<file path="src/rtl/access_guard_pkg.sv">
package access_guard_pkg;
  localparam int unsigned STATUS_W   = 32;
  localparam int unsigned CAUSE_W    = 5;
  localparam int unsigned REG_W      = 5;
  localparam int unsigned REG_LSB    = 5;
  localparam int unsigned WRITE_BIT  = 10;
  localparam int unsigned WORD_BIT   = 11;

  typedef enum logic [CAUSE_W-1:0] {
    CAUSE_NONE      = 5'h00,
    CAUSE_UNALIGNED = 5'h01,
    CAUSE_STACK     = 5'h07
  } cause_e;

  typedef enum logic [1:0] {
    SEL_NONE  = 2'd0,
    SEL_ALIGN = 2'd1,
    SEL_STACK = 2'd2
  } report_sel_e;
endpackage

</file>
<file path="src/rtl/guard_align_unit.sv">
module guard_align_unit
  import access_guard_pkg::*;
#(
  parameter int unsigned ADDR_W = 32,
  parameter int unsigned MASK_W = 2
) (
  input  logic [ADDR_W-1:0]   addr,
  input  logic [MASK_W-1:0]   size_mask,
  input  logic                is_write,
  input  logic [REG_W-1:0]    reg_idx,
  output logic                misaligned,
  output logic [STATUS_W-1:0] status_word
);
  localparam logic [MASK_W-1:0] WORD_MASK = MASK_W'(3);

  logic [MASK_W-1:0] low_bits;
  assign low_bits   = addr[MASK_W-1:0] & size_mask;
  assign misaligned = |low_bits;

  always_comb begin
    status_word                          = '0;
    status_word[CAUSE_W-1:0]             = CAUSE_UNALIGNED;
    status_word[REG_LSB +: REG_W]        = reg_idx;
    status_word[WRITE_BIT]               = is_write;
    status_word[WORD_BIT]                = (size_mask == WORD_MASK);
  end
endmodule

</file>
<file path="src/rtl/guard_bound_unit.sv">
module guard_bound_unit #(
  parameter int unsigned ADDR_W = 32
) (
  input  logic [ADDR_W-1:0] addr,
  input  logic              check_en,
  input  logic [ADDR_W-1:0] lo,
  input  logic [ADDR_W-1:0] hi,
  output logic              below,
  output logic              above,
  output logic              violation
);
  assign below     = addr < lo;
  assign above     = addr > hi;
  assign violation = check_en & (below | above);
endmodule

</file>
<file path="src/rtl/guard_fault_regs.sv">
module guard_fault_regs
  import access_guard_pkg::*;
#(
  parameter int unsigned ADDR_W = 32
) (
  input  logic                clk,
  input  logic                rst,
  input  logic                valid,
  input  logic [ADDR_W-1:0]   addr,
  input  logic                align_fail,
  input  logic [STATUS_W-1:0] align_status,
  input  logic                stack_fail,
  input  logic                exc_enable,
  output logic                exc_req,
  output logic [ADDR_W-1:0]   fault_addr,
  output logic [STATUS_W-1:0] fault_status
);
  report_sel_e         sel;
  logic [STATUS_W-1:0] next_status;
  logic                next_req;

  always_comb begin
    sel = SEL_NONE;
    if (valid && align_fail)      sel = SEL_ALIGN;
    else if (valid && stack_fail) sel = SEL_STACK;
  end

  always_comb begin
    next_status = fault_status;
    next_req    = 1'b0;
    case (sel)
      SEL_ALIGN: begin
        next_status = align_status;
        next_req    = exc_enable;
      end
      SEL_STACK: begin
        next_status              = '0;
        next_status[CAUSE_W-1:0] = CAUSE_STACK;
        next_req                 = 1'b1;
      end
      default: ;
    endcase
  end

  always_ff @(posedge clk) begin
    if (rst) begin
      exc_req      <= 1'b0;
      fault_addr   <= '0;
      fault_status <= '0;
    end else begin
      exc_req      <= next_req;
      fault_status <= next_status;
      if (sel != SEL_NONE) fault_addr <= addr;
    end
  end

  a_r8_hold_when_idle: assert property (@(posedge clk) disable iff (rst)
    (sel == SEL_NONE) |=> ($stable(fault_addr) && $stable(fault_status) && !exc_req));
  a_r6_stack_ignores_enable: assert property (@(posedge clk) disable iff (rst)
    (sel == SEL_STACK) |=> (exc_req && fault_status[CAUSE_W-1:0] == CAUSE_STACK));
endmodule

</file>
<file path="src/rtl/access_guard_top.sv">
module access_guard_top
  import access_guard_pkg::*;
#(
  parameter int unsigned ADDR_W = 32,
  parameter int unsigned MASK_W = 2
) (
  input  logic              clk,
  input  logic              rst,
  input  logic              acc_valid,
  input  logic [ADDR_W-1:0] acc_addr,
  input  logic [MASK_W-1:0] acc_size_mask,
  input  logic              acc_write,
  input  logic [4:0]        acc_reg,
  input  logic              acc_stack,
  input  logic [ADDR_W-1:0] bound_lo,
  input  logic [ADDR_W-1:0] bound_hi,
  input  logic              exc_enable,
  output logic              exc_req,
  output logic [ADDR_W-1:0] fault_addr,
  output logic [31:0]       fault_status
);
  logic                misaligned;
  logic [STATUS_W-1:0] align_status;
  logic                below, above, stack_viol;

  guard_align_unit #(.ADDR_W(ADDR_W), .MASK_W(MASK_W)) u_align (
    .addr(acc_addr), .size_mask(acc_size_mask), .is_write(acc_write),
    .reg_idx(acc_reg), .misaligned(misaligned), .status_word(align_status)
  );

  guard_bound_unit #(.ADDR_W(ADDR_W)) u_bound (
    .addr(acc_addr), .check_en(acc_stack), .lo(bound_lo), .hi(bound_hi),
    .below(below), .above(above), .violation(stack_viol)
  );

  guard_fault_regs #(.ADDR_W(ADDR_W)) u_regs (
    .clk(clk), .rst(rst), .valid(acc_valid), .addr(acc_addr),
    .align_fail(misaligned), .align_status(align_status),
    .stack_fail(stack_viol), .exc_enable(exc_enable),
    .exc_req(exc_req), .fault_addr(fault_addr), .fault_status(fault_status)
  );

  a_r2_capture_on_misalign: assert property (@(posedge clk) disable iff (rst)
    (acc_valid && misaligned) |=> (fault_addr == $past(acc_addr) && fault_status[4:0] == 5'h01));
  a_r4_request_follows_enable: assert property (@(posedge clk) disable iff (rst)
    (acc_valid && misaligned) |=> (exc_req == $past(exc_enable)));
  a_r3_upper_bits_zero: assert property (@(posedge clk) disable iff (rst)
    fault_status[31:12] == 20'h0);
  a_r9_no_stack_fault_unchecked: assert property (@(posedge clk) disable iff (rst)
    (acc_valid && !acc_stack && !misaligned) |=> !exc_req);
  a_r7_align_wins: assert property (@(posedge clk) disable iff (rst)
    (acc_valid && misaligned && stack_viol) |=> (fault_status[4:0] == 5'h01));
endmodule

</file>
<file path="config.mk">
export PLATFORM = sky130hd
export DESIGN_NAME = access_guard_top
export DESIGN_NICKNAME = d
export VERILOG_FILES = /design/src/rtl/access_guard_pkg.sv /design/src/rtl/guard_align_unit.sv /design/src/rtl/guard_bound_unit.sv /design/src/rtl/guard_fault_regs.sv /design/src/rtl/access_guard_top.sv
export SDC_FILE = /design/constraint.sdc
export NUM_CORES = 1
export LEC_CHECK = 0
export BUFFER_PORTS_ARGS = -buffer_cell sky130_fd_sc_hd__buf_4
export CAP_MARGIN = 20
export CORE_ASPECT_RATIO = 1.4
export CORE_MARGIN = 5
export CORE_UTILIZATION = 44
export CTS_BUF_LIST = sky130_fd_sc_hd__clkbuf_16
export DETAILED_ROUTE_END_ITERATION = 8
export GPL_TIMING_DRIVEN = 0
export PLACE_DENSITY = 0.77
export RECOVER_POWER = 100
export SLEW_MARGIN = 0
export SYNTH_ARGS = -nofsm -noshare
export SYNTH_HDL_FRONTEND = slang
export SYNTH_SLANG_ARGS = --single-unit
</file>
<file path="constraint.sdc">
create_clock -name clk -period 7.2 [get_ports clk]
set_input_delay 0.36 -clock clk [delete_from_list [all_inputs] [get_ports clk]]
set_output_delay 0.36 -clock clk [all_outputs]
set_load 0.02 [all_outputs]
</file>
==> results of run 1 <==
[placed cells by master (no fill, tap or decap), types with 2 or more instances in the layout]
master / n
nor2_1: 6
ha_1: 63
inv_1: 68
nand4_1: 9
a221oi_1: 2
buf_4: 130
conb_1: 22
o21a_1: 2
clkbuf_1: 54
dfxtp_1: 42
a211oi_1: 5
nand2b_1: 64
nor4_1: 2
nand2_1: 16
a21oi_1: 23
mux2i_1: 32
o21ai_0: 8
a32o_1: 6
and4_1: 4
a21o_1: 2
nor2b_1: 6
clkbuf_16: 5
nand3_1: 4
[metrics by stage]
| stage | power (mW) | setup WS [ns] |
|---|---|---|
| after floorplan | 0.423 | 4.44 |
| final | 0.766 | 3.13 |
| after CTS | 0.794 | 4.20 |
| after global placement | 0.530 | 4.04 |
| after global routing | 0.811 | 2.86 |
| after detailed placement | 0.538 | 3.93 |
[final timing paths]
path | to | slack [ns] | from | cells past startpoint
worst max-delay path | u_regs.fault_addr[17]$_SDFFE_PP0P_ | 3.13 | acc_addr[15] | 10
worst min-delay path | u_regs.fault_status[10]$_SDFFE_PP0P_ | 0.28 | acc_write | 2
worst max register to register | u_regs.fault_addr[17]$_SDFFE_PP0P_ | 6.54 | u_regs.fault_addr[17]$_SDFFE_PP0P_ | 2
worst min register to register | u_regs.fault_status[0]$_SDFFE_PP0P_ | 0.45 | u_regs.fault_status[0]$_SDFFE_PP0P_ | 2
[final cells by class]
type | instances | area (um2) | area share (%)
timing repair buffer | 151 | 968 | 19.9
inverter | 67 | 251 | 5.17
clock inverter | 3 | 41.3 | 0.848
buffer | 33 | 210 | 4.32
tap | 102 | 128 | 2.62
clock buffer | 5 | 125 | 2.57
sequential | 42 | 841 | 17.3
multi-input combinational | 297 | 2300 | 47.3
[metal layers]
layer  vias up  share of wire, %  global-route usage [%]
met5         -                 0                       0
met4         0               4.4                    11.2
met3        31               7.1                    4.27
met2       139                53                    36.7
met1      1552                36                    19.7
li1       1736                 -                       -
[power groups by stage]
stage,clock (mW),sequential (mW),combinational [mW]
finish,0.255,0.261,0.249
global route,0.270,0.264,0.277
CTS,0.260,0.262,0.272
detailed placement,0,0.267,0.271
global placement,0,0.266,0.263
floorplan,0,0.290,0.133
[cells in the mapped netlist, types with 2 or more instances]
library cell / number / area share [%]
nand2b_1: 64 / 11
buf_4: 23 / 4.8
o21ai_0: 8 / 1.1
nor2b_1: 6 / 1.0
a21o_1: 2 / 0.42
nand2_1: 16 / 1.7
dfxtp_1: 42 / 23
nand4_1: 9 / 1.6
mux2i_1: 32 / 8.9
o21a_1: 2 / 0.42
a32o_1: 6 / 1.7
clkbuf_1: 7 / 0.73
a221oi_1: 2 / 0.49
nor2_1: 6 / 0.63
a21oi_1: 23 / 3.2
inv_1: 67 / 7.0
buf_6: 3 / 0.94
ha_1: 63 / 22
and4_1: 4 / 0.98
nor4_1: 2 / 0.35
nand3_1: 4 / 0.56
a211oi_1: 5 / 1.0
[cell families (layout without fill, tap and decap cells)]
group	Yosys count	after routing	synth area share (%)
mux	32	32	8.93
flops	42	42	23.4
buf+inv	100	259	13.5
compound gates	62	62	12.0
other cells	1	22	0.105
simple gates	118	118	20.1
fa+ha+maj	63	63	22.0
[worst max-delay path, stage by stage]
cell and delay [ns]:
clkbuf_1 0.11, ha_1 0.33, nand4_1 0.15, or3_1 0.39
nor4b_1 0.66, nor2b_1 0.10, a211o_1 0.34, a311oi_1 0.91
clkbuf_1 0.62, mux2i_1 0.30
[sequential cells by signal (all words and copies together), names as in the netlist]
register / cells
u_regs.exc_req: 1
u_regs.fault_addr: 32
u_regs.fault_status: 9
==> impl_results.md, run 1 <==
* Synthesized instance count at 418
* Crit-path max FO at 10
* Post-CTS setup buffer count at 0
* H-Tree Depth at 2
* Vias at 3458
* Clk_lat worst skew at 0.29 ns
* Width of the die at 86.3 um
* Vias in the first global route at 3579
* Power density over cell area at 157 nW/um2
* Final Instance Area at 4870 um2
* Slew margin rel. at 25.9%
* Vias per cell at 4.94
* # DRC at 0
* Final wirelength at 9920 um
* Hold Path Class: in -> reg
* Chip height at 117 um
* Post-cts resize count at 0
* Yosys warns at 0
* Critical Path End Type: flop
* First-pass GRT wire length at 15600 um
* Clock power share at 33.3%
* Area after DPL at 4930 um2
* Area grow syn2layout at 35.7%
* GRT Util Overall at 19.6%
* Diodes inserted at 0
* Hpwl dp at 8610 um
* Syn avg cell area at 8.58 um2
* Unrepaired setup endpoints after global routing: no
* Sink Count at 42
* Yosys reg bits at 42
* FP Rows at 39
* Antenna Nets Post-Route at 0
* Ports at 174
* Drt pass-1 iters at 4
* Distinct cells, synth at 44
* Worst-path clk slew at 0.06 ns
* Largest net degree at the start of global routing at 14
* Final Net Count at 769
* Crit path kind: in -> reg
* P_sw at 0.236 mW
* Period minus WS final at 4.07 ns
* Main flop type after synthesis: dfxtp_1
* Total of max-cap violations at 0
* Initial Utilization at 44.5%
* DRT iter0 DRCs at 82
* Hold Fails Final Rpt at 0
* Share of layout cells above drive strength 1 at 23.1%
* Int Pwr at 0.530 mW
* CTS tree: done
* Sequential power share at 34.1%
* Fmax at 245 MHz
* Status: finished clean
* CP startpoint kind: input pin
* Post-Syn Area at 3590 um2
* Fill count at 771
* I/O Buffers at 151
* Dpl cells at 692
* Switch share at 30.8%
* Util after Layout at 60.5%
* Seq/Total Area, Yosys at 23.4%
* GPL Wtd Cong at 0.899
* Initial antenna violation count at 0
* Post-Layout Cell Count at 700
* Comb power frac at 32.6%
* VDD IR max at 0.116 mV
* WP data required at 7.41 ns
* Crit path DAT at 4.28 ns
* Gr ovfl total at 0
* Clock buffer depth at 2
* EDFF count, synth at 0
* Die area at 10100 um2
* Post-synth ARST share at 0%
* CTS buffer count at 5
* Clk root buf: clkbuf_16
* Hold_ws at 0.284 ns
* Clk_skew at 0 ns
* Mean routed wirelength per cell at 14.2 um
* Hold_buf cts at 0
* Total negative slack at 0 ns
* Leak at 2.60 nW
* Worst Tran Pin Value at 1.10 ns
* Core Area at 8050 um2
* Slew Viols, Final at 0
* Final setup violating endpoints at 0
* Period utilization at 56.6%
No activity file was read; power rests on OpenSTA's default activity.
==> inputs of run 2 (changes only) <==
--- a/config.mk
+++ b/config.mk
@@ -5,6 +5,7 @@
 export SDC_FILE = /design/constraint.sdc
 export NUM_CORES = 1
 export LEC_CHECK = 0
+export ABC_AREA = 1
 export BUFFER_PORTS_ARGS = -buffer_cell sky130_fd_sc_hd__buf_4
 export CAP_MARGIN = 20
 export CORE_ASPECT_RATIO = 1.4
@@ -13,7 +14,7 @@
 export CTS_BUF_LIST = sky130_fd_sc_hd__clkbuf_16
 export DETAILED_ROUTE_END_ITERATION = 8
 export GPL_TIMING_DRIVEN = 0
-export PLACE_DENSITY = 0.77
+export PLACE_DENSITY = 0.76
 export RECOVER_POWER = 100
 export SLEW_MARGIN = 0
 export SYNTH_ARGS = -nofsm -noshare
==> constraint.sdc (replaced) <==
create_clock -name clk -period 4.15 [get_ports clk]
set_input_delay 0.2075 -clock clk [delete_from_list [all_inputs] [get_ports clk]]
set_output_delay 0.2075 -clock clk [all_outputs]
set_load 0.02 [all_outputs]
==> impl_results.md, run 2 <==
* Vias per cell at 4.66 (was 4.94)
* Hold EP: u_regs.fault_addr[7]$_SDFFE_PP0P_ (was u_regs.fault_status[10]$_SDFFE_PP0P_)
* H-Tree Depth at 2 (unchanged)
* Period minus WS final at 2.41 ns
* Largest net degree at the start of global routing at 15 (was 14)
* Clk_lat worst skew at 0.29 ns (about the same)
* Unrepaired setup endpoints after global routing: no (unchanged)
* First-pass GRT wire length at 17700 um (was 15600 um)
* CTS tree: done (unchanged)
* Drt pass-1 iters at 6 (was 4)
* Final Instance Area at 5120 um2 (was 4870 um2)
* Synth area leader: dfxtp_1 (unchanged)
* Mean routed wirelength per cell at 12.7 um (was 14.2 um)
* Final setup violating endpoints at 0 (unchanged)
* CP startpoint kind: input pin (unchanged)
* Hold Fails Final Rpt at 0 (unchanged)
* Area grow syn2layout at 32.5% (was 35.7%)
* Status: finished clean (unchanged)
* Hold Path Depth at 3 (was 2)
* Worst Tran Pin Value at 0.714 ns (was 1.10 ns)
* Hold_sp: acc_addr[7] (was acc_write)
* EDFF count, synth at 0 (unchanged)
* FP Rows at 40 (was 39)
* Hold Path Class: in -> reg (unchanged)
* Final Net Count at 903 (was 769)
* Initial Utilization at 45.1% (was 44.5%)
* Critical Path End Type: flop (unchanged)
* Syn avg cell area at 6.98 um2 (was 8.58 um2)
* Final wirelength at 10600 um (was 9920 um)
* Cells on worst reg2reg path at 4 (was 2)
* Power density over cell area at 274 nW/um2 (was 157 nW/um2)
* Antenna Nets Post-Route at 0 (unchanged)
* Gr ovfl total at 0 (unchanged)
* Distinct cells, synth at 29 (was 44)
* FF-to-FF End: u_regs.fault_addr[27]$_SDFFE_PP0P_ (was u_regs.fault_addr[17]$_SDFFE_PP0P_)
* Total negative slack at 0 ns (unchanged)
* I/O Buffers at 150 (was 151)
* DRT iter0 DRCs at 94 (was 82)
* GRT Util Overall at 20.4% (was 19.6%)
* Crit path kind: in -> reg (unchanged)
* WP data required at 4.33 ns (was 7.41 ns)
* Seq/Total Area, Yosys at 21.8% (was 23.4%)
* Post-Syn Area at 3860 um2 (was 3590 um2)
* Period utilization at 58.0%
* Post-CTS setup buffer count at 0 (unchanged)
* Crit path DAT at 2.59 ns (was 4.28 ns)
* Synthesized instance count at 553 (was 418)
* Vias in the first global route at 4068 (was 3579)
* Leak at 2.97 nW (was 2.60 nW)
* Dpl cells at 829 (was 692)
* Area after DPL at 5200 um2 (was 4930 um2)
* Max reg flops at 32 (unchanged)
* Chip height at 121 um (was 117 um)
* Most frequent cell after synthesis: inv_1 (unchanged)
* Yosys warns at 0 (unchanged)
* Post-Layout Cell Count at 837 (was 700)
* Synth top area share at 21.8% (was 23.4%)
* Post-synth top cells: inv_1, nand2_1, a21oi_1, ha_1, nor2_1 (was inv_1, nand2b_1, ha_1, dfxtp_1, mux2i_1)
* Worst-path clk slew at 0.06 ns (about the same)
* Biggest regs: u_regs.fault_addr (32), u_regs.fault_status (9), u_regs.exc_req (1) (unchanged)
* Commonest non-fill, non-tap cell in the layout: buf_4 (unchanged)
* Hpwl dp at 9170 um (was 8610 um)
* Vias at 3899 (was 3458)
* Reg-to-Reg Start: u_regs.fault_addr[27]$_SDFFE_PP0P_ (was u_regs.fault_addr[17]$_SDFFE_PP0P_)
* Yosys reg bits at 42 (unchanged)
* Fill count at 858 (was 771)
* Core Area at 8560 um2 (was 8050 um2)
* Share of layout cells above drive strength 1 at 24.6% (was 23.1%)
* Most flops, register: u_regs.fault_addr (unchanged)
* VDD IR max at 0.192 mV (was 0.116 mV)
* Most frequent cells in the layout: buf_4, inv_1, nand2_1, a21oi_1, ha_1 (was buf_4, inv_1, nand2b_1, ha_1, clkbuf_1)
* Ports at 174 (unchanged)
* Total of max-cap violations at 0 (unchanged)
* Sink Count at 42 (unchanged)
* FF-to-FF setup slack at 3.42 ns (was 6.54 ns)
* Clk root buf: clkbuf_16 (unchanged)
* Hold_buf cts at 0 (unchanged)
* # DRC at 0 (unchanged)
* Synth area leaders: dfxtp_1, ha_1, inv_1, nand2_1, a21oi_1 (was dfxtp_1, ha_1, nand2b_1, mux2i_1, inv_1)
* Util after Layout at 59.8% (was 60.5%)
* GPL Wtd Cong at 0.842 (was 0.899)
* Clock buffer depth at 2 (unchanged)
* Initial antenna violation count at 0 (unchanged)
* CTS buffer count at 5 (unchanged)
* Slew margin rel. at 52.4% (was 25.9%)
* Clk_skew at 0 ns (unchanged)
* Slew Viols, Final at 0 (unchanged)
* Post-synth ARST share at 0% (unchanged)
* Crit-path max FO at 10 (unchanged)
* Power Total at 1.40 mW (was 0.766 mW)
* Post-cts resize count at 0 (unchanged)
* Fmax at 415 MHz
* Main flop type after synthesis: dfxtp_1 (unchanged)
* Diodes inserted at 0 (unchanged)
* Die area at 10800 um2 (was 10100 um2)
* Width of the die at 89.2 um (was 86.3 um)
[run 2: cell count changes after synthesis, moves of 8 or more]
cell / change
inv_1: +45
a21oi_1: +40
mux2i_1: -32
nand2_1: +84
nor2_1: +42
nand2b_1: -64
nand3_1: +14
nand3_2: +27
a21oi_2: +8
[run 2: area by class of cell]
cell class                      count  area (um2)  share of cell area (%)
Tap cell                          105         131                    2.57
Clock inverter                      3        43.8                   0.856
Inverter                          115         432                    8.44
Timing Repair Buffer              150         961                    18.8
Buffer                             42         267                    5.21
Multi-Input combinational cell    375        2320                    45.3
Clock buffer                        5         125                    2.45
Sequential cell                    42         841                    16.4
[run 2: worst max-delay path: stages]
cell      delay (ns)
clkbuf_1        0.11
ha_1            0.32
a21oi_1         0.16
o21ai_0         0.13
a21oi_1         0.14
nand2_1         0.08
nand2_1         0.06
nand2_1         0.06
nand2_2         0.05
nand2_1         0.08
nand2_1         0.32
clkbuf_1        0.58
nand3_2         0.13
nand2_1         0.11
nor2_1          0.04
[run 2: report_power, final]
part	total, mW	switching [mW]	internal [mW]
Sequential	0.460	0.0192	0.441
Clock	0.450	0.165	0.285
Combinational	0.492	0.284	0.208
[run 2: worst max path at each step]
stage	from	end	slack (ns)
2_1_floorplan	bound_hi[31]	u_regs.fault_addr[26]$_SDFFE_PP0P_	2.47
3_3_place_gp	acc_addr[5]	u_regs.fault_addr[16]$_SDFFE_PP0P_	2.11
3_5_place_dp	acc_addr[5]	u_regs.fault_addr[27]$_SDFFE_PP0P_	2.03
4_1_cts	acc_addr[5]	u_regs.fault_addr[27]$_SDFFE_PP0P_	2.33
5_1_grt	acc_addr[15]	u_regs.fault_addr[22]$_SDFFE_PP0P_	1.44
6_report	acc_addr[15]	u_regs.fault_addr[27]$_SDFFE_PP0P_	1.74
[run 2: per-stage QoR]
step                      setup slack, ns  hold slack [ns]
after CTS                            2.33            0.163
after global placement               2.11            0.455
after detailed placement             2.03            0.464
after global routing                 1.44            0.175
final                                1.74            0.165
after floorplan                      2.47            0.339
[run 2: cell families after synthesis]
logic type      share of synthesized area, %
simple gates                            26.5
buf+inv                                 19.1
compound gates                          12.2
fa+ha+maj                               20.4
flops                                   21.8
other cells                           0.0972
[run 2: metal layers]
metal,wire length [um],vias to the layer above,GRT usage [%]
met1,3930,1720,21.5
met4,359,0,8.47
met2,5600,112,37.2
li1,-,2041,-
met5,0,-,0
met3,717,26,4.98
==> inputs of run 3 (changes only) <==
--- a/config.mk
+++ b/config.mk
@@ -5,16 +5,16 @@
 export SDC_FILE = /design/constraint.sdc
 export NUM_CORES = 1
 export LEC_CHECK = 0
-export ABC_AREA = 1
+export ABC_AREA = 0
 export BUFFER_PORTS_ARGS = -buffer_cell sky130_fd_sc_hd__buf_4
 export CAP_MARGIN = 20
 export CORE_ASPECT_RATIO = 1.4
 export CORE_MARGIN = 5
-export CORE_UTILIZATION = 44
+export CORE_UTILIZATION = 43
 export CTS_BUF_LIST = sky130_fd_sc_hd__clkbuf_16
 export DETAILED_ROUTE_END_ITERATION = 8
 export GPL_TIMING_DRIVEN = 0
-export PLACE_DENSITY = 0.76
+export PLACE_DENSITY = 0.78
 export RECOVER_POWER = 100
 export SLEW_MARGIN = 0
 export SYNTH_ARGS = -nofsm -noshare
==> constraint.sdc (replaced) <==
create_clock -name clk -period 1.9 [get_ports clk]
set_input_delay 0.095 -clock clk [delete_from_list [all_inputs] [get_ports clk]]
set_output_delay 0.095 -clock clk [all_outputs]
set_load 0.02 [all_outputs]
==> impl_results.md, run 3 (synthesized netlist as in run 1, its figures left out) <==
* Max reg flops at 32 (unchanged)
* Fill count at 716 (was 858)
* Total of max-cap violations at 0 (unchanged)
* Total negative slack at -18.26 ns (was 0 ns)
* Ports at 174 (unchanged)
* DP Worst Slack at -1.03 ns (was 2.03 ns)
* Worst-path clk slew at 0.06 ns (about the same)
* # DRC at 0 (unchanged)
* Hold Path Class: in -> reg (unchanged)
* Reg-to-Reg Start: u_regs.fault_status[8]$_SDFFE_PP0P_ (was u_regs.fault_addr[27]$_SDFFE_PP0P_)
* Crit path DAT at 2.59 ns (about the same)
* Vias at 3510 (was 3899)
* GRT Util Overall at 20.9% (was 20.4%)
* FF-to-FF End: u_regs.fault_status[8]$_SDFFE_PP0P_ (was u_regs.fault_addr[27]$_SDFFE_PP0P_)
* Most flops, register: u_regs.fault_addr (unchanged)
* Chip height at 118 um (was 121 um)
* Area after DPL at 5020 um2 (was 5200 um2)
* Drt pass-1 iters at 4 (was 6)
* Hold_ws at 0.00869 ns (was 0.165 ns)
* Multi-input gate area at 2500 um2 (was 2320 um2)
* Die area at 10300 um2 (was 10800 um2)
* Commonest non-fill, non-tap cell in the layout: buf_4 (unchanged)
* Core Area at 8150 um2 (was 8560 um2)
* First-pass GRT wire length at 17300 um (was 17700 um)
* Gr ovfl total at 0 (unchanged)
* CP startpoint kind: input pin (unchanged)
* Leak at 2.73 nW (was 2.97 nW)
* Hold_buf cts at 0 (unchanged)
* Status: finished, violations left (was finished clean)
* Busiest grt layer: met2 (unchanged)
* Final Instance Area at 5270 um2 (was 5120 um2)
* Unrepaired setup endpoints after global routing: yes (was no)
* FF-to-FF setup slack at 1.24 ns (was 3.42 ns)
* CTS tree: done (unchanged)
* Clk_skew at 0 ns (unchanged)
* Most frequent cells in the layout: buf_4, nand2b_1, inv_1, ha_1, clkbuf_1 (was buf_4, inv_1, nand2_1, a21oi_1, ha_1)
* Clk root buf: clkbuf_16 (unchanged)
* Vias per cell at 4.94 (was 4.66)
* Critical Path End Type: flop (unchanged)
* Slew margin rel. at 65.8% (was 52.4%)
* Fmax at 420 MHz
* Hold_sp: acc_reg[4] (was acc_addr[7])
* Post-Layout Cell Count at 711 (was 837)
* Mean routed wirelength per cell at 15.2 um (was 12.7 um)
* DRT iter0 DRCs at 80 (was 94)
* Period minus WS final at 2.38 ns
* Diodes inserted at 0 (unchanged)
* Hold EP: u_regs.fault_status[9]$_SDFFE_PP0P_ (was u_regs.fault_addr[7]$_SDFFE_PP0P_)
* Slew Viols, Final at 0 (unchanged)
* Biggest regs: u_regs.fault_addr (32), u_regs.fault_status (9), u_regs.exc_req (1) (unchanged)
* CTS buffer count at 5 (unchanged)
* WP data required at 2.11 ns (was 4.33 ns)
* I/O Buffers at 151 (was 150)
* Hold Path Depth at 2 (was 3)
* Clock buffer depth at 2 (unchanged)
* Area grow syn2layout at 46.9% (was 32.5%)
* Min setup slack post-route at -0.479 ns (was 1.74 ns)
* Initial Utilization at 44.0% (was 45.1%)
* Share of layout cells above drive strength 1 at 29.4% (was 24.6%)
* Final Net Count at 780 (was 903)
* Hold Fails Final Rpt at 0 (unchanged)
* Period utilization at 125%
* Cells on worst reg2reg path at 1 (was 4)
* Clk_lat worst skew at 0.29 ns (about the same)
* Hpwl dp at 9090 um (was 9170 um)
* Power density over cell area at 565 nW/um2 (was 274 nW/um2)
* H-Tree Depth at 2 (unchanged)
* Sink Count at 42 (unchanged)
* Global routing usage on met3 at 5.25% (was 4.98%)
* Met2 usage at 39.0% (was 37.2%)
* Antenna Nets Post-Route at 0 (unchanged)
* Largest net degree at the start of global routing at 16 (was 15)
* Crit path kind: in -> reg (unchanged)
* GPL Wtd Cong at 0.843 (was 0.842)
* FP Rows at 39 (was 40)
* VDD IR max at 0.531 mV (was 0.192 mV)
* Final wirelength at 10800 um (was 10600 um)
* Worst Tran Pin Value at 0.511 ns (was 0.714 ns)
* Final setup violating endpoints at 42 (was 0)
* Initial antenna violation count at 0 (unchanged)
* Dpl cells at 692 (was 829)
* Crit-path max FO at 5 (was 10)
* Vias in the first global route at 3878 (was 4068)
* Met1 Use GR at 19.8% (was 21.5%)
* Failing checks: negative setup slack
* Reg area at 841 um2 (unchanged)
* Width of the die at 87.2 um (was 89.2 um)
-- run 3: routing by layer --
metal / wire, um / part of all wire, % / vias to the layer above
met1: 3660 / 34 / 1582
met3: 796 / 7.4 / 38
met5: 0 / 0 / -
li1: - / - / 1756
met2: 5780 / 54 / 134
met4: 535 / 5.0 / 0
-- run 3: repair_timing --
| item | 4_1_cts | 5_1_grt |
|---|---|---|
| setup endpoints to repair | 42 | 42 |
| gates resized for setup | 28 | 7 |
| pin swaps | 11 | 7 |
| gates cloned | 2 | 0 |
| setup buffers | 8 | 1 |
-- run 3: how the worst max path moves through the flow --
stage	depth (start not counted)	slack, ns	endpoint	from
finish	11	-0.48	u_regs.fault_addr[5]$_SDFFE_PP0P_	acc_addr[5]
global route	11	-0.56	u_regs.fault_addr[17]$_SDFFE_PP0P_	acc_addr[5]
CTS	11	-0.46	u_regs.fault_addr[17]$_SDFFE_PP0P_	acc_addr[15]
detailed placement	10	-1.03	u_regs.fault_addr[5]$_SDFFE_PP0P_	acc_addr[2]
global placement	10	-0.94	u_regs.fault_addr[19]$_SDFFE_PP0P_	acc_addr[2]
floorplan	10	-0.48	u_regs.fault_addr[10]$_SDFFE_PP0P_	bound_hi[1]
-- run 3: cell type report --
| class | instances | share of cell area, % |
|---|---|---|
| Clock inverter | 3 | 0.475 |
| Tap cell | 102 | 2.42 |
| Clock buffer | 5 | 2.38 |
| Inverter | 67 | 5.20 |
| Sequential cell | 42 | 16.0 |
| Buffer | 33 | 4.92 |
| Multi-Input combinational cell | 298 | 47.5 |
| Timing Repair Buffer | 161 | 21.2 |
-- run 3: per-stage QoR --
stage	utilization (%)	power (mW)
finish	64.6	2.98
global route	64.6	3.15
detailed placement	61.7	2.07
floorplan	-	1.62
CTS	66.2	3.05
global placement	61.7	2.03
-- run 3: worst max-delay path, cell delays in order --
cell,delay (ns)
buf_4,0.13
ha_1,0.32
a21oi_2,0.13
o21a_1,0.14
o22ai_1,0.11
or4_4,0.53
a211o_1,0.37
a311oi_4,0.27
buf_6,0.18
buf_12,0.12
mux2i_2,0.20
-- run 3: report_power, final --
part | internal, mW | switching (mW) | total (mW)
sequential | 0.954 | 0.0401 | 0.994
clock | 0.494 | 0.379 | 0.872
combinational | 0.551 | 0.561 | 1.11
total | 2.00 | 0.980 | 2.98
